**config.mk**
```make
export PLATFORM = sky130hd
export DESIGN_NAME = pwr_sleep_ctrl
export DESIGN_NICKNAME = d
export VERILOG_FILES = /design/src/rtl/pwr_pkg.sv /design/src/rtl/pwr_wake_detect.sv /design/src/rtl/pwr_settle_timer.sv /design/src/rtl/pwr_mode_fsm.sv /design/src/rtl/pwr_sleep_ctrl.sv
export SDC_FILE = /design/constraint.sdc
export NUM_CORES = 1
export LEC_CHECK = 0
export ABC_AREA = 1
export BUFFER_PORTS_ARGS = -buffer_cell sky130_fd_sc_hd__buf_4
export CAP_MARGIN = 25
export CORE_MARGIN = 4
export CORE_UTILIZATION = 25
export DETAILED_ROUTE_END_ITERATION = 7
export GPL_TIMING_DRIVEN = 0
export PLACE_DENSITY = 0.52
export SYNTH_ARGS = -nofsm -noshare
export SYNTH_HDL_FRONTEND = slang
export SYNTH_SLANG_ARGS = --single-unit
```
**constraint.sdc**
```tcl
create_clock -name clk -period 2.25 [get_ports clk]
set_clock_uncertainty 0.1 [all_clocks]
set_input_delay 0.45 -clock clk [delete_from_list [all_inputs] [get_ports clk]]
set_output_delay 0.45 -clock clk [all_outputs]
set_load 0.05 [all_outputs]
```
**src/rtl/pwr_pkg.sv**
```systemverilog
package pwr_pkg;

  typedef enum logic [1:0] {
    PM_RUN    = 2'd0,
    PM_IDLE   = 2'd1,
    PM_HALT   = 2'd2,
    PM_SETTLE = 2'd3
  } pm_e;

  typedef struct packed {
    logic core;
    logic tmr;
    logic itmr;
    logic wdog;
    logic stall;
  } gate_t;

  function automatic gate_t gate_of(pm_e s);
    gate_t g;
    g = '0;
    case (s)
      PM_RUN:    begin g.core = 1'b1; g.tmr = 1'b1; g.itmr = 1'b1; g.wdog = 1'b1; end
      PM_IDLE:   begin g.itmr = 1'b1; g.wdog = 1'b1; end
      PM_HALT:   g = '0;
      PM_SETTLE: begin g.itmr = 1'b1; g.stall = 1'b1; end
      default:   g = '0;
    endcase
    return g;
  endfunction

endpackage

```
**src/rtl/pwr_wake_detect.sv**
```systemverilog
module pwr_wake_detect #(
  parameter int NW = 8
) (
  input  logic          clk,
  input  logic          rst_n,
  input  logic [NW-1:0] pins,
  input  logic [NW-1:0] en,
  input  logic [NW-1:0] fall,
  input  logic          clko,
  input  logic          clko_ok,
  output logic          port_evt,
  output logic          clko_evt
);

  logic [NW-1:0] pins_q;
  logic          clko_q;
  logic          armed;
  logic [NW-1:0] hit;

  always_ff @(posedge clk or negedge rst_n) begin
    if (!rst_n) begin
      pins_q <= '0;
      clko_q <= 1'b0;
      armed  <= 1'b0;
    end else begin
      pins_q <= pins;
      clko_q <= clko;
      armed  <= 1'b1;
    end
  end

  // One edge detector per port line, polarity chosen per line
  for (genvar i = 0; i < NW; i++) begin : g_line
    assign hit[i] = en[i] & (fall[i] ? (pins_q[i] & ~pins[i])
                                     : (~pins_q[i] & pins[i]));
  end

  assign port_evt = armed & (|hit);
  assign clko_evt = armed & clko_ok & clko & ~clko_q;

  assert_port_evt_edge_R7: assert property (@(posedge clk) disable iff (!rst_n)
    port_evt |-> (pins != $past(pins)) && (en != '0));

  assert_clko_needs_rc_R8: assert property (@(posedge clk) disable iff (!rst_n)
    clko_evt |-> clko_ok && $rose(clko));

endmodule

```
**src/rtl/pwr_settle_timer.sv**
```systemverilog
module pwr_settle_timer #(
  parameter int IDLE_TICKS   = 4096,
  parameter int SETTLE_TICKS = 256
) (
  input  logic clk,
  input  logic rst_n,
  input  logic count_on,
  input  logic sel_settle,
  input  logic clr,
  input  logic tick,
  output logic expire
);

  localparam int LMAX = (IDLE_TICKS > SETTLE_TICKS) ? IDLE_TICKS : SETTLE_TICKS;
  localparam int CW   = $clog2(LMAX + 1);
  localparam logic [CW-1:0] IDLE_LAST   = CW'(IDLE_TICKS - 1);
  localparam logic [CW-1:0] SETTLE_LAST = CW'(SETTLE_TICKS - 1);

  logic [CW-1:0] cnt;
  logic [CW-1:0] last;

  assign last   = sel_settle ? SETTLE_LAST : IDLE_LAST;
  assign expire = count_on & tick & (cnt == last);

  always_ff @(posedge clk or negedge rst_n) begin
    if (!rst_n)               cnt <= '0;
    else if (clr)             cnt <= '0;
    else if (count_on & tick) cnt <= cnt + 1'b1;
  end

  assert_cnt_in_window_R9: assert property (@(posedge clk) disable iff (!rst_n)
    count_on |-> cnt <= last);

endmodule

```
**src/rtl/pwr_mode_fsm.sv**
```systemverilog
module pwr_mode_fsm
  import pwr_pkg::*;
(
  input  logic  clk,
  input  logic  rst_n,
  input  logic  halt_wr,
  input  logic  halt_wdata,
  input  logic  idle_req,
  input  logic  port_evt,
  input  logic  clko_evt,
  input  logic  expire,
  input  logic  cmon_wr,
  input  logic  cmon_wdata,
  output pm_e   st,
  output logic  clr,
  output logic  count_on,
  output logic  sel_settle,
  output logic  wake_done,
  output gate_t gates,
  output logic  wdout_n
);

  pm_e  st_q, st_d;
  logic done_q;
  logic cmon_en_q, cmon_lock_q;

  always_comb begin
    st_d = st_q;
    case (st_q)
      PM_RUN: begin
        if (halt_wr && halt_wdata) st_d = PM_HALT;
        else if (idle_req)         st_d = PM_IDLE;
      end
      PM_IDLE:   if (expire || port_evt)   st_d = PM_RUN;
      PM_HALT:   if (port_evt || clko_evt) st_d = PM_SETTLE;
      PM_SETTLE: if (expire)               st_d = PM_RUN;
      default:   st_d = PM_RUN;
    endcase
  end

  always_ff @(posedge clk or negedge rst_n) begin
    if (!rst_n) begin
      st_q   <= PM_RUN;
      done_q <= 1'b0;
    end else begin
      st_q   <= st_d;
      done_q <= (st_q == PM_SETTLE) && expire;
    end
  end

  // Clock-monitor enable: one write after reset, then frozen
  always_ff @(posedge clk or negedge rst_n) begin
    if (!rst_n) begin
      cmon_en_q   <= 1'b1;
      cmon_lock_q <= 1'b0;
    end else if (cmon_wr && !cmon_lock_q) begin
      cmon_en_q   <= cmon_wdata;
      cmon_lock_q <= 1'b1;
    end
  end

  assign st         = st_q;
  assign clr        = (st_d != st_q);
  assign count_on   = (st_q == PM_IDLE) || (st_q == PM_SETTLE);
  assign sel_settle = (st_q == PM_SETTLE);
  assign wake_done  = done_q;
  assign gates      = gate_of(st_q);
  assign wdout_n    = !((st_q == PM_HALT) && cmon_en_q);

  assert_halt_exits_to_settle_R9: assert property (@(posedge clk) disable iff (!rst_n)
    ($past(st_q) == PM_HALT && st_q != PM_HALT) |-> st_q == PM_SETTLE);

  assert_done_follows_settle_R9: assert property (@(posedge clk) disable iff (!rst_n)
    done_q |-> (st_q == PM_RUN) && ($past(st_q) == PM_SETTLE));

  assert_idle_exit_no_done_R10: assert property (@(posedge clk) disable iff (!rst_n)
    ($past(st_q) == PM_IDLE) |-> !done_q);

  assert_cmon_frozen_R6: assert property (@(posedge clk) disable iff (!rst_n)
    (cmon_lock_q && $past(cmon_lock_q)) |-> $stable(cmon_en_q));

endmodule

```
**src/rtl/pwr_sleep_ctrl.sv**
```systemverilog
module pwr_sleep_ctrl
  import pwr_pkg::*;
#(
  parameter int NWAKE        = 8,
  parameter int IDLE_TICKS   = 4096,
  parameter int SETTLE_TICKS = 256
) (
  input  logic             clk,
  input  logic             rst_n,
  input  logic             halt_wr,
  input  logic             halt_wdata,
  input  logic             idle_req,
  input  logic             tick,
  input  logic [NWAKE-1:0] wake_pins,
  input  logic [NWAKE-1:0] wake_en,
  input  logic [NWAKE-1:0] wake_fall,
  input  logic             clko_pin,
  input  logic             clk_src_rc,
  input  logic             cmon_wr,
  input  logic             cmon_wdata,
  output logic [1:0]       mode,
  output logic             core_clk_en,
  output logic             timer_en,
  output logic             idle_tmr_en,
  output logic             wdog_en,
  output logic             core_stall,
  output logic             wake_done,
  output logic             wdout_n
);

  logic  port_evt, clko_evt, expire;
  logic  clr, count_on, sel_settle;
  pm_e   st;
  gate_t gates;

  pwr_wake_detect #(.NW(NWAKE)) u_wake (
    .clk      (clk),
    .rst_n    (rst_n),
    .pins     (wake_pins),
    .en       (wake_en),
    .fall     (wake_fall),
    .clko     (clko_pin),
    .clko_ok  (clk_src_rc),
    .port_evt (port_evt),
    .clko_evt (clko_evt)
  );

  pwr_settle_timer #(.IDLE_TICKS(IDLE_TICKS), .SETTLE_TICKS(SETTLE_TICKS)) u_tmr (
    .clk        (clk),
    .rst_n      (rst_n),
    .count_on   (count_on),
    .sel_settle (sel_settle),
    .clr        (clr),
    .tick       (tick),
    .expire     (expire)
  );

  pwr_mode_fsm u_fsm (
    .clk        (clk),
    .rst_n      (rst_n),
    .halt_wr    (halt_wr),
    .halt_wdata (halt_wdata),
    .idle_req   (idle_req),
    .port_evt   (port_evt),
    .clko_evt   (clko_evt),
    .expire     (expire),
    .cmon_wr    (cmon_wr),
    .cmon_wdata (cmon_wdata),
    .st         (st),
    .clr        (clr),
    .count_on   (count_on),
    .sel_settle (sel_settle),
    .wake_done  (wake_done),
    .gates      (gates),
    .wdout_n    (wdout_n)
  );

  assign mode        = st;
  assign core_clk_en = gates.core;
  assign timer_en    = gates.tmr;
  assign idle_tmr_en = gates.itmr;
  assign wdog_en     = gates.wdog;
  assign core_stall  = gates.stall;

  assert_wdout_only_when_halted_R5: assert property (@(posedge clk) disable iff (!rst_n)
    !wdout_n |-> !wdog_en && !core_clk_en && !idle_tmr_en);

  assert_stall_blocks_core_R4: assert property (@(posedge clk) disable iff (!rst_n)
    core_stall |-> !core_clk_en && !wdog_en);

endmodule

```
### Yosys cells after proc, flatten, opt, wreduce, memory -nomap -nowiden

Cells that the tools add are included.

| cells by class | value |
|---|---|
| reduce and logical (&&, ||, !) cells | 14 |
| bitwise gates (word level) | 47 |
| mux-type cells | 21 |
| $add $sub $neg | 1 |
| eq/ne operators | 5 |

Operators by type and width:

| kind | number |
|---|---|
| AND 1 bit | 30 |
| two-way mux 13 bit | 2 |
| inverter 1 bit | 17 |
| adder 13 x 1 -> 13 bit (second input constant) | 1 |
| equality test 13 bit | 1 |
| two-way mux 12 bit | 1 |
| two-way mux 2 bit | 6 |
| two-way mux 1 bit | 10 |
| one-hot mux 2 bit (4 select lines) | 1 |
| OR reduction 8 bit | 1 |
| equality test 2 bit (second input constant) | 2 |
| logical AND 1 bit | 4 |
| logical OR 1 bit | 3 |
| OR reduction 3 bit | 1 |
| equality test 2 x 1 -> 1 bit (second input constant) | 1 |
| logical NOT 1 bit | 2 |
| logical NOT 2 bit | 1 |
| != test 2 bit | 1 |
| one-hot mux 1 bit (2 select lines) | 1 |
| nonzero test 2 bit | 1 |
| OR reduction 2 bit | 1 |

| word-level totals | value |
|---|---|
| flip-flop bits (word level) | 28 |
| bits of input ports | 34 |
| logic and storage cells | 96 |

### Logic depth before layout (Yosys ltp)

Gate-level depths: netlist (run 1).

| depth | value |
|---|---|
| word-level depth | 11 |
| mapped depth | 15 |
| mapped depth without buffers | 14 |

### Hierarchy

A second synthesis (run 1) with hierarchy kept.

| second synthesis, totals | value |
|---|---|
| cell total of the unflattened synthesis | 215 |
| area, all modules | 1,544.0 µm² |

By module, submodules not included:

| module | area each (µm²) | cells an instance | times used | sequential area each (µm²) |
|---|---|---|---|---|
| pwr_settle_timer | 770.7 | 110 | 1 | 325.3 |
| pwr_wake_detect | 494.2 | 67 | 1 | 250.2 |
| pwr_mode_fsm | 279.0 | 38 | 1 | 126.4 |

### Least setup slack after synthesis (run 1)

No wires, ideal clock.

| timing | value |
|---|---|
| path kind | register -> register |
| start | register u_fsm.st_q[0] (netlist: u_fsm.st[0]) |
| end | register u_tmr.cnt[12] |
| slack | -0.084 ns |
| period minus slack after synthesis | 2.334 ns |
| cell stages (with the launch flop) | 8 |
| data arrival time | 2.109 ns |
| buffers on the path | 1 |
| required time | 2.026 ns |
| setup time | 0.124 ns |
| cell sequence | dfrtp_1 nor2_1 inv_1 nor2_1 a21oi_2 nand2_4 buf_12 nor2_4 |

| between the ends | value |
|---|---|
| longest elaborated chain between the ends | 9 |
| elaborated cells between the ends (all ways) | 19 |
| those cells by class | 5 x eq/ne; 8 x mux; 2 x bitwise; 4 x reduce/logical |

Ends and longest elaborated chain:

| what | line | source |
|---|---|---|
| start, declared | pwr_mode_fsm.sv:23 | `pm_e st_q, st_d;` |
| start signal, assigned | pwr_mode_fsm.sv:46 | `st_q <= st_d;` |
| equality test 2 bit or equality test 2 x 1 -> 1 bit (tied branches) | pwr_mode_fsm.sv:29, pwr_mode_fsm.sv:64, pwr_mode_fsm.sv:65 |  |
| two-way mux 12 bit or logical OR 1 bit (tied branches) | pwr_settle_timer.sv:22, pwr_mode_fsm.sv:64 |  |
| equality test 13 bit or AND 1 bit (tied branches) | pwr_settle_timer.sv:23, pwr_settle_timer.sv:28 |  |
| AND 1 bit | pwr_settle_timer.sv:23 | `assign expire = count_on & tick & (cnt == last);` |
| logical OR 1 bit | pwr_mode_fsm.sv:34 | `PM_IDLE: if (expire \|\| port_evt) st_d = PM_RUN;` |
| two-way mux 2 bit | pwr_mode_fsm.sv:34 |  |
| one-hot mux 2 bit (4 select lines) | pwr_mode_fsm.sv:29 | `case (st_q)` |
| != test 2 bit | pwr_mode_fsm.sv:63 | `assign clr = (st_d != st_q);` |
| two-way mux 13 bit or nonzero test 2 bit (tied branches) | - |  |
| end signal, assigned | pwr_settle_timer.sv:28 | `else if (count_on & tick) cnt <= cnt + 1'b1;` |
| end, declared | pwr_settle_timer.sv:19 | `logic [CW-1:0] cnt;` |

Several ways; a longest one is shown, not always the timed one.
A chain may end at the register's enable or synchronous reset.

### Final worst setup path (run 1)

| timing | value |
|---|---|
| start | register u_tmr.cnt[0] |
| end | register u_tmr.cnt[6] |

| between the ends | value |
|---|---|
| longest elaborated chain between the ends | 7 |
| elaborated cells between the ends (all ways) | 11 |
| those cells by class | 1 x add/sub; 2 x eq/ne; 5 x mux; 1 x bitwise; 2 x reduce/logical |

Ends and longest elaborated chain:

| what | line |
|---|---|
| equality test 13 bit | pwr_settle_timer.sv:23 |
| AND 1 bit | pwr_settle_timer.sv:23 |
| logical OR 1 bit | pwr_mode_fsm.sv:34 |
| two-way mux 2 bit | pwr_mode_fsm.sv:34 |
| one-hot mux 2 bit (4 select lines) | pwr_mode_fsm.sv:29 |
| != test 2 bit | pwr_mode_fsm.sv:63 |
| two-way mux 13 bit or nonzero test 2 bit (tied branches) | - |

Several ways; a longest one is shown, not always the timed one. The select of a mux whose other input is x is not followed.

==> out/summary.txt, run 1 <==
CTS Sinks = 28
outcome = complete, no violations
final WL = 3200 µm
syn nets = 221
CP Cell Sequence = ha_1 -> nand3_2 -> nor3b_4 -> nand3_2 -> nor2_4 -> nand3_2 -> nand2_1 -> a21oi_2 -> nand2_4 -> buf_12 -> nor2_4
drt drc = 0
pwr dens = 634 mW/mm²
TNS Setup = 0 ns
I/O pins = 43
most common cell after layout, fill and taps aside = nand2_1
cts bufs inserted = 3
NumNets Final = 269
Core Area = 0.00606 mm²
Syn Area/Cell = 8.55 µm²
most area-hungry cell type in the Yosys netlist = dfrtp_1
Clk Latency, worst-skew pair = 0.27 ns
synthesized instance count = 186
post-synthesis sequential area ratio = 44.1%
HPWL after DPL = 2550 µm
PostCTS Resize Cnt = 0
Layout fillers = 660
wire per inst = 10.4 µm
# diodes = 0
die area = 0.00770 mm²
vias per cell = 4.10
Post-Synth XOR/XNOR Area = 6.61%
Synth Area in Compound Gates = 4.64%
post-layout min period = 1.96 ns
post-synthesis mux area share = 0.629%
post-synthesis cell area = 0.00159 mm²
# setup viols final = 0
Largest stage delay, worst path = 0.39 ns
CTS tree = yes
GRT overflow = 0
hold path startpoint = wake_pins[1]
I/O Buffers = 42
Final Slew Violations = 0
Required @ worst endpoint = 2.32 ns
hold path depth = 1
pin count of the biggest net entering global routing = 29
Leakage = 0.00104 µW
antenna violations before repair = 0
register bit total from synthesis = 28
P&R area growth vs syn = 30.1%
clk buf depth = 2
metal3 WL = 207 µm
Final Cycle Share = 87.0%
largest family of logic cells by synthesized area = simple AND/OR/NAND/NOR gates
fmax = 511 MHz
post-synth cell types = 30
Die H = 87.8 µm
worst reg2reg startpoint = u_tmr.cnt[0]
DR pass1 iterations = 4
post-synth top area share = 42.5%
maximum vdd drop = 0.339 mV
CP Capture Type = flop
clock root cell = clkbuf_8
Crit Path Class = reg2reg
max cap viols = 0
CP most frequent cell = nand3_2
hold path endpoint = u_wake.pins_q[1]
Post-Synth Adder-Cell Area = 0.787%
Setup Fix Bufs, Post-CTS = 0
GRT Resource Usage Total = 9.41%
Die Wd = 87.8 µm
top cells by area, synth = dfrtp_1 (42%), nand2_1 (11%), nor2_4 (7.8%)
vias in the first global route = 1,333
Met1 Routed Length = 1540 µm
DRT antenna net count = 0
DRT iter0 DRCs = 37
WP data arrival = 2.03 ns
vias after detailed routing = 1,264
Hold-fix buffers, CTS = 1
worst hold path type = in2reg
floorplan row count = 28
met2 WL = 1430 µm
RSZ-0062 raised after global routing = no
clock slew at reported path FFs = 0.09 ns
Final Instance Area = 0.00207 mm²
Synth Area in Simple Gates = 34.9%
slowest CP cell = dfrtp_1
internal reg-to-reg setup slack = 0.29 ns
H-tree depth = 1
startpoint types = flop
DP Area = 0.00200 mm²
commonest cells after routing, fill and taps aside = nand2_1 (47), buf_4 (43), inv_1 (26), dfrtp_1 (26), nor2_1 (16)
first-pass GRT wire length = 5730 µm
share of cells above drive strength 1 = 31.8%
r2r worst-path depth = 11
final hold violations = 0
Multi-input gate area = 762 µm²
sequential standard cell area = 703 µm²
top sig layer = met4
CP Max Fanout = 10
initial core utilization = 26.2%
worst r2r dst = u_tmr.cnt[6]
Routability Congestion = 0.722
synth warn = 0
cell families (layout without fill, tap and decap cells):
group                      count (synthesis)  in the layout
AOI/OAI and AO/OA                         11             11
other                                      1              1
xor gates and xnor gates                  12             12
muxes                                      1              1
adders and majority gates                  1              1
buffers and inverters                     29             76
DFF                                       28             28
and+or+nand+nor                          103            103
worst max path at each step:
stage | from | cells after the start | endpoint | slack [ns]
after floorplan | u_fsm.st[0] | 12 | u_tmr.cnt[12] | 0.005
after global placement | u_tmr.cnt[0] | 11 | u_tmr.cnt[6] | 0.29
after detailed placement | u_tmr.cnt[0] | 11 | u_tmr.cnt[7] | 0.28
after CTS | u_tmr.cnt[0] | 11 | u_tmr.cnt[7] | 0.27
after global routing | u_tmr.cnt[0] | 11 | u_tmr.cnt[4] | 0.13
final | u_tmr.cnt[0] | 11 | u_tmr.cnt[6] | 0.29
synthesized netlist by cell type, drive strengths merged:
cell and n:
ha 1, a21boi 1, o22ai 1, or2 1, o21ai 1, nor2 29, dfrtp 27, xor2 11
nand3 20, a21oi 3, xnor2 1, a31oi 1, o21bai 4, nor3 2, nor3b 1, conb 1
buf 2, nand2 49, dfstp 1, nand4 1, mux2i 1, inv 27
routing by layer:
metal  track usage, %  vias up
met5                0        -
met4             1.67        0
met1             11.9      569
li1                 -      666
met2             16.0       25
met3             2.82        4
power by group:
group | internal (µW) | total [µW] | leakage, µW | switching (µW)
Clock | 157 | 314 | 0.0000288 | 157
Combinational | 175 | 350 | 0.000677 | 176
Sequential | 584 | 647 | 0.000334 | 63.6
worst max-delay path: cells and delay by family, from the launching register on:
| family | cells | cell delay (ns) |
|---|---|---|
| AO/OA/AOI/OAI | 1 | 0.07 |
| adder cells (fa/ha/maj) | 1 | 0.20 |
| buffers and inverters | 1 | 0.18 |
| flip-flops | 1 | 0.39 |
| AND/OR/NAND/NOR | 8 | 0.90 |
flip-flops by register name, indices dropped and copies added, names as in the netlist:
signal,count
u_fsm.wake_done,1
u_fsm.cmon_en_q,1
u_wake.pins_q,8
u_fsm.cmon_lock_q,1
u_fsm.st,2
u_wake.clko_q,1
u_wake.armed,1
u_tmr.cnt,13
layout make-up:
class / instances / share of cell area (%)
inverter: 27 / 4.90
buffer: 2 / 1.33
timing repair buffer: 43 / 15.7
tap: 75 / 4.54
clock buffer: 4 / 2.66
multi-input combinational: 129 / 36.8
sequential: 28 / 34.0
stage by stage:
step	utilization (%)	hold WS (ns)	instances	setup WS [ns]	power, µW
final	34.1	0.181	308	0.294	1310
after global placement	33.1	0.298	303	0.292	1000
after global routing	34.1	0.159	308	0.129	1420
after CTS	34.1	0.171	308	0.266	1340
after detailed placement	33.1	0.299	303	0.284	1010
after floorplan	-	0.0544	186	0.00481	905
No activity file was read; power rests on OpenSTA's default activity.
==> run 2, diff against run 1 <==
- PLACE_DENSITY: 0.52 -> 0.44
==> run 2 against run 1 <==
Against the previous run:
- critical path depth stayed put
- critical path type unchanged
- non-clock buffer count unchanged
- global-route usage rose by 0.65 points
- setup slack worse by 0.052 ns
- clock power is 2% higher
- largest cell class unchanged
- first-iteration DRC count fell by 27%
- final area stayed put
- power grew 0.16%
- hold slack worse by 0.0011 ns
- largest power group unchanged
==> out/summary.txt, run 2 (same netlist as run 1, synthesis figures left out) <==
startpoint types = flop
slowest CP cell = dfrtp_1
Routability Congestion = 0.662
CP most frequent cell = nand3_2
drt drc = 0
Largest stage delay, worst path = 0.40 ns
Util after Layout = 34.1%
I/O Buffers = 42
GRT overflow = 0
max FFs per register = 13
DR pass1 iterations = 4
Largest Register = u_tmr.cnt
Clk Latency, worst-skew pair = 0.28 ns
vias per cell = 3.96
clock slew at reported path FFs = 0.10 ns
GRT Resource Usage Total = 10.1%
max cap viols = 0
Final Instance Area = 0.00207 mm²
fmax = 498 MHz
CP Capture Type = flop
# setup viols final = 0
pwr dens = 635 mW/mm²
CTS tree = yes
Crit Path Class = reg2reg
Core Area = 0.00606 mm²
delay-heaviest family, CP = simple AND/OR/NAND/NOR gates
WP data arrival = 2.08 ns
final WL = 3370 µm
Final Cycle Share = 89.2%
vias after detailed routing = 1,220
most common cell after layout, fill and taps aside = nand2_1
vias in the first global route = 1,200
Setup Fix Bufs, Post-CTS = 0
DP Area = 0.00200 mm²
clk buf depth = 2
commonest cells after routing, fill and taps aside = nand2_1 (47), buf_4 (43), inv_1 (26), dfrtp_1 (26), nor2_1 (16)
clock root cell = clkbuf_8
die area = 0.00770 mm²
CP Max Fanout = 10
DRT antenna net count = 0
Leakage = 0.00104 µW
post-layout min period = 2.01 ns
sequential standard cell area = 703 µm²
CP Cell Sequence = ha_1 -> nand3_2 -> nor3b_4 -> nand3_2 -> nor2_4 -> nand3_2 -> nand2_1 -> a21oi_2 -> nand2_4 -> buf_12 -> nor2_4
Multi-input gate area = 762 µm²
RSZ-0062 raised after global routing = no
Final Non-Filler Cells = 308
wire per inst = 10.9 µm
HPWL after DPL = 2640 µm
outcome = complete, no violations
Die H = 87.8 µm
DRT iter0 DRCs = 27
TNS Setup = 0 ns
first-pass GRT wire length = 5980 µm
CTS Sinks = 28
pre-CTS WS = 0.243 ns
CP bufs+invs = 1
Required @ worst endpoint = 2.32 ns
initial core utilization = 26.2%
# diodes = 0
I/O pins = 43
maximum vdd drop = 0.362 mV
Layout fillers = 662
Die Wd = 87.8 µm
dpl cells = 303
setup ws final = 0.242 ns
H-tree depth = 1
pin count of the biggest net entering global routing = 29
floorplan row count = 28
P&R area growth vs syn = 30.1%
worst hold path type = in2reg
cts bufs inserted = 3
Final Slew Violations = 0
NumNets Final = 269
antenna violations before repair = 0
PostCTS Resize Cnt = 0
final hold violations = 0
share of cells above drive strength 1 = 31.8%
run 2: layer usage:
| metal | routed length (µm) | vias up | GRT usage (%) |
|---|---|---|---|
| li1 | - | 666 | - |
| met1 | 1530 | 531 | 13.7 |
| met2 | 1640 | 21 | 16.0 |
| met3 | 164 | 2 | 2.54 |
| met4 | 39 | 0 | 2.51 |
| met5 | 0 | - | 0 |
run 2: power by group:
group / switching (µW) / internal [µW]
combinational: 171 / 174
sequential: 65.9 / 584
clock: 162 / 157
total: 399 / 914
run 2: worst register-to-register path, cell delays in order (launching register included):
cell	delay [ns]
dfrtp_1	0.40
ha_1	0.20
nand3_2	0.11
nor3b_4	0.25
nand3_2	0.13
nor2_4	0.14
nand3_2	0.09
nand2_1	0.09
a21oi_2	0.07
nand2_4	0.10
buf_12	0.18
nor2_4	0.04
run 2: worst paths after layout:
check	startpoint	endpoint	slack, ns	cells past startpoint
worst max-delay path	u_tmr.cnt[0]	u_tmr.cnt[4]	0.24	11
worst min-delay path	wake_pins[6]	u_wake.pins_q[6]	0.18	1
worst max register to register	u_tmr.cnt[0]	u_tmr.cnt[4]	0.24	11
worst min register to register	u_fsm.cmon_lock_q	u_fsm.cmon_lock_q	0.38	1
max in group asynchronous	rst_n	u_fsm.cmon_en_q	1.19	2
min in group asynchronous	rst_n	u_wake.pins_q[2]	0.54	2
run 2: per-stage QoR:
stage	total power [µW]	hold slack (ns)
final	1310	0.180
after global routing	1430	0.153
after CTS	1350	0.163
after detailed placement	1010	0.312
after global placement	1010	0.309
after floorplan	905	0.0544
run 2: layout make-up:
cell class	instances	area share [%]
tap	75	4.54
sequential	28	34.0
multi-input combinational	129	36.8
clock buffer	4	2.66
inverter	27	4.90
timing repair buffer	43	15.7
buffer	2	1.33
run 2: timing repair:
| action | in CTS | in global routing |
|---|---|---|
| setup endpoints to repair | 0 | 0 |
| hold buffers | 1 | 0 |
| hold endpoints to repair | 15 | 0 |
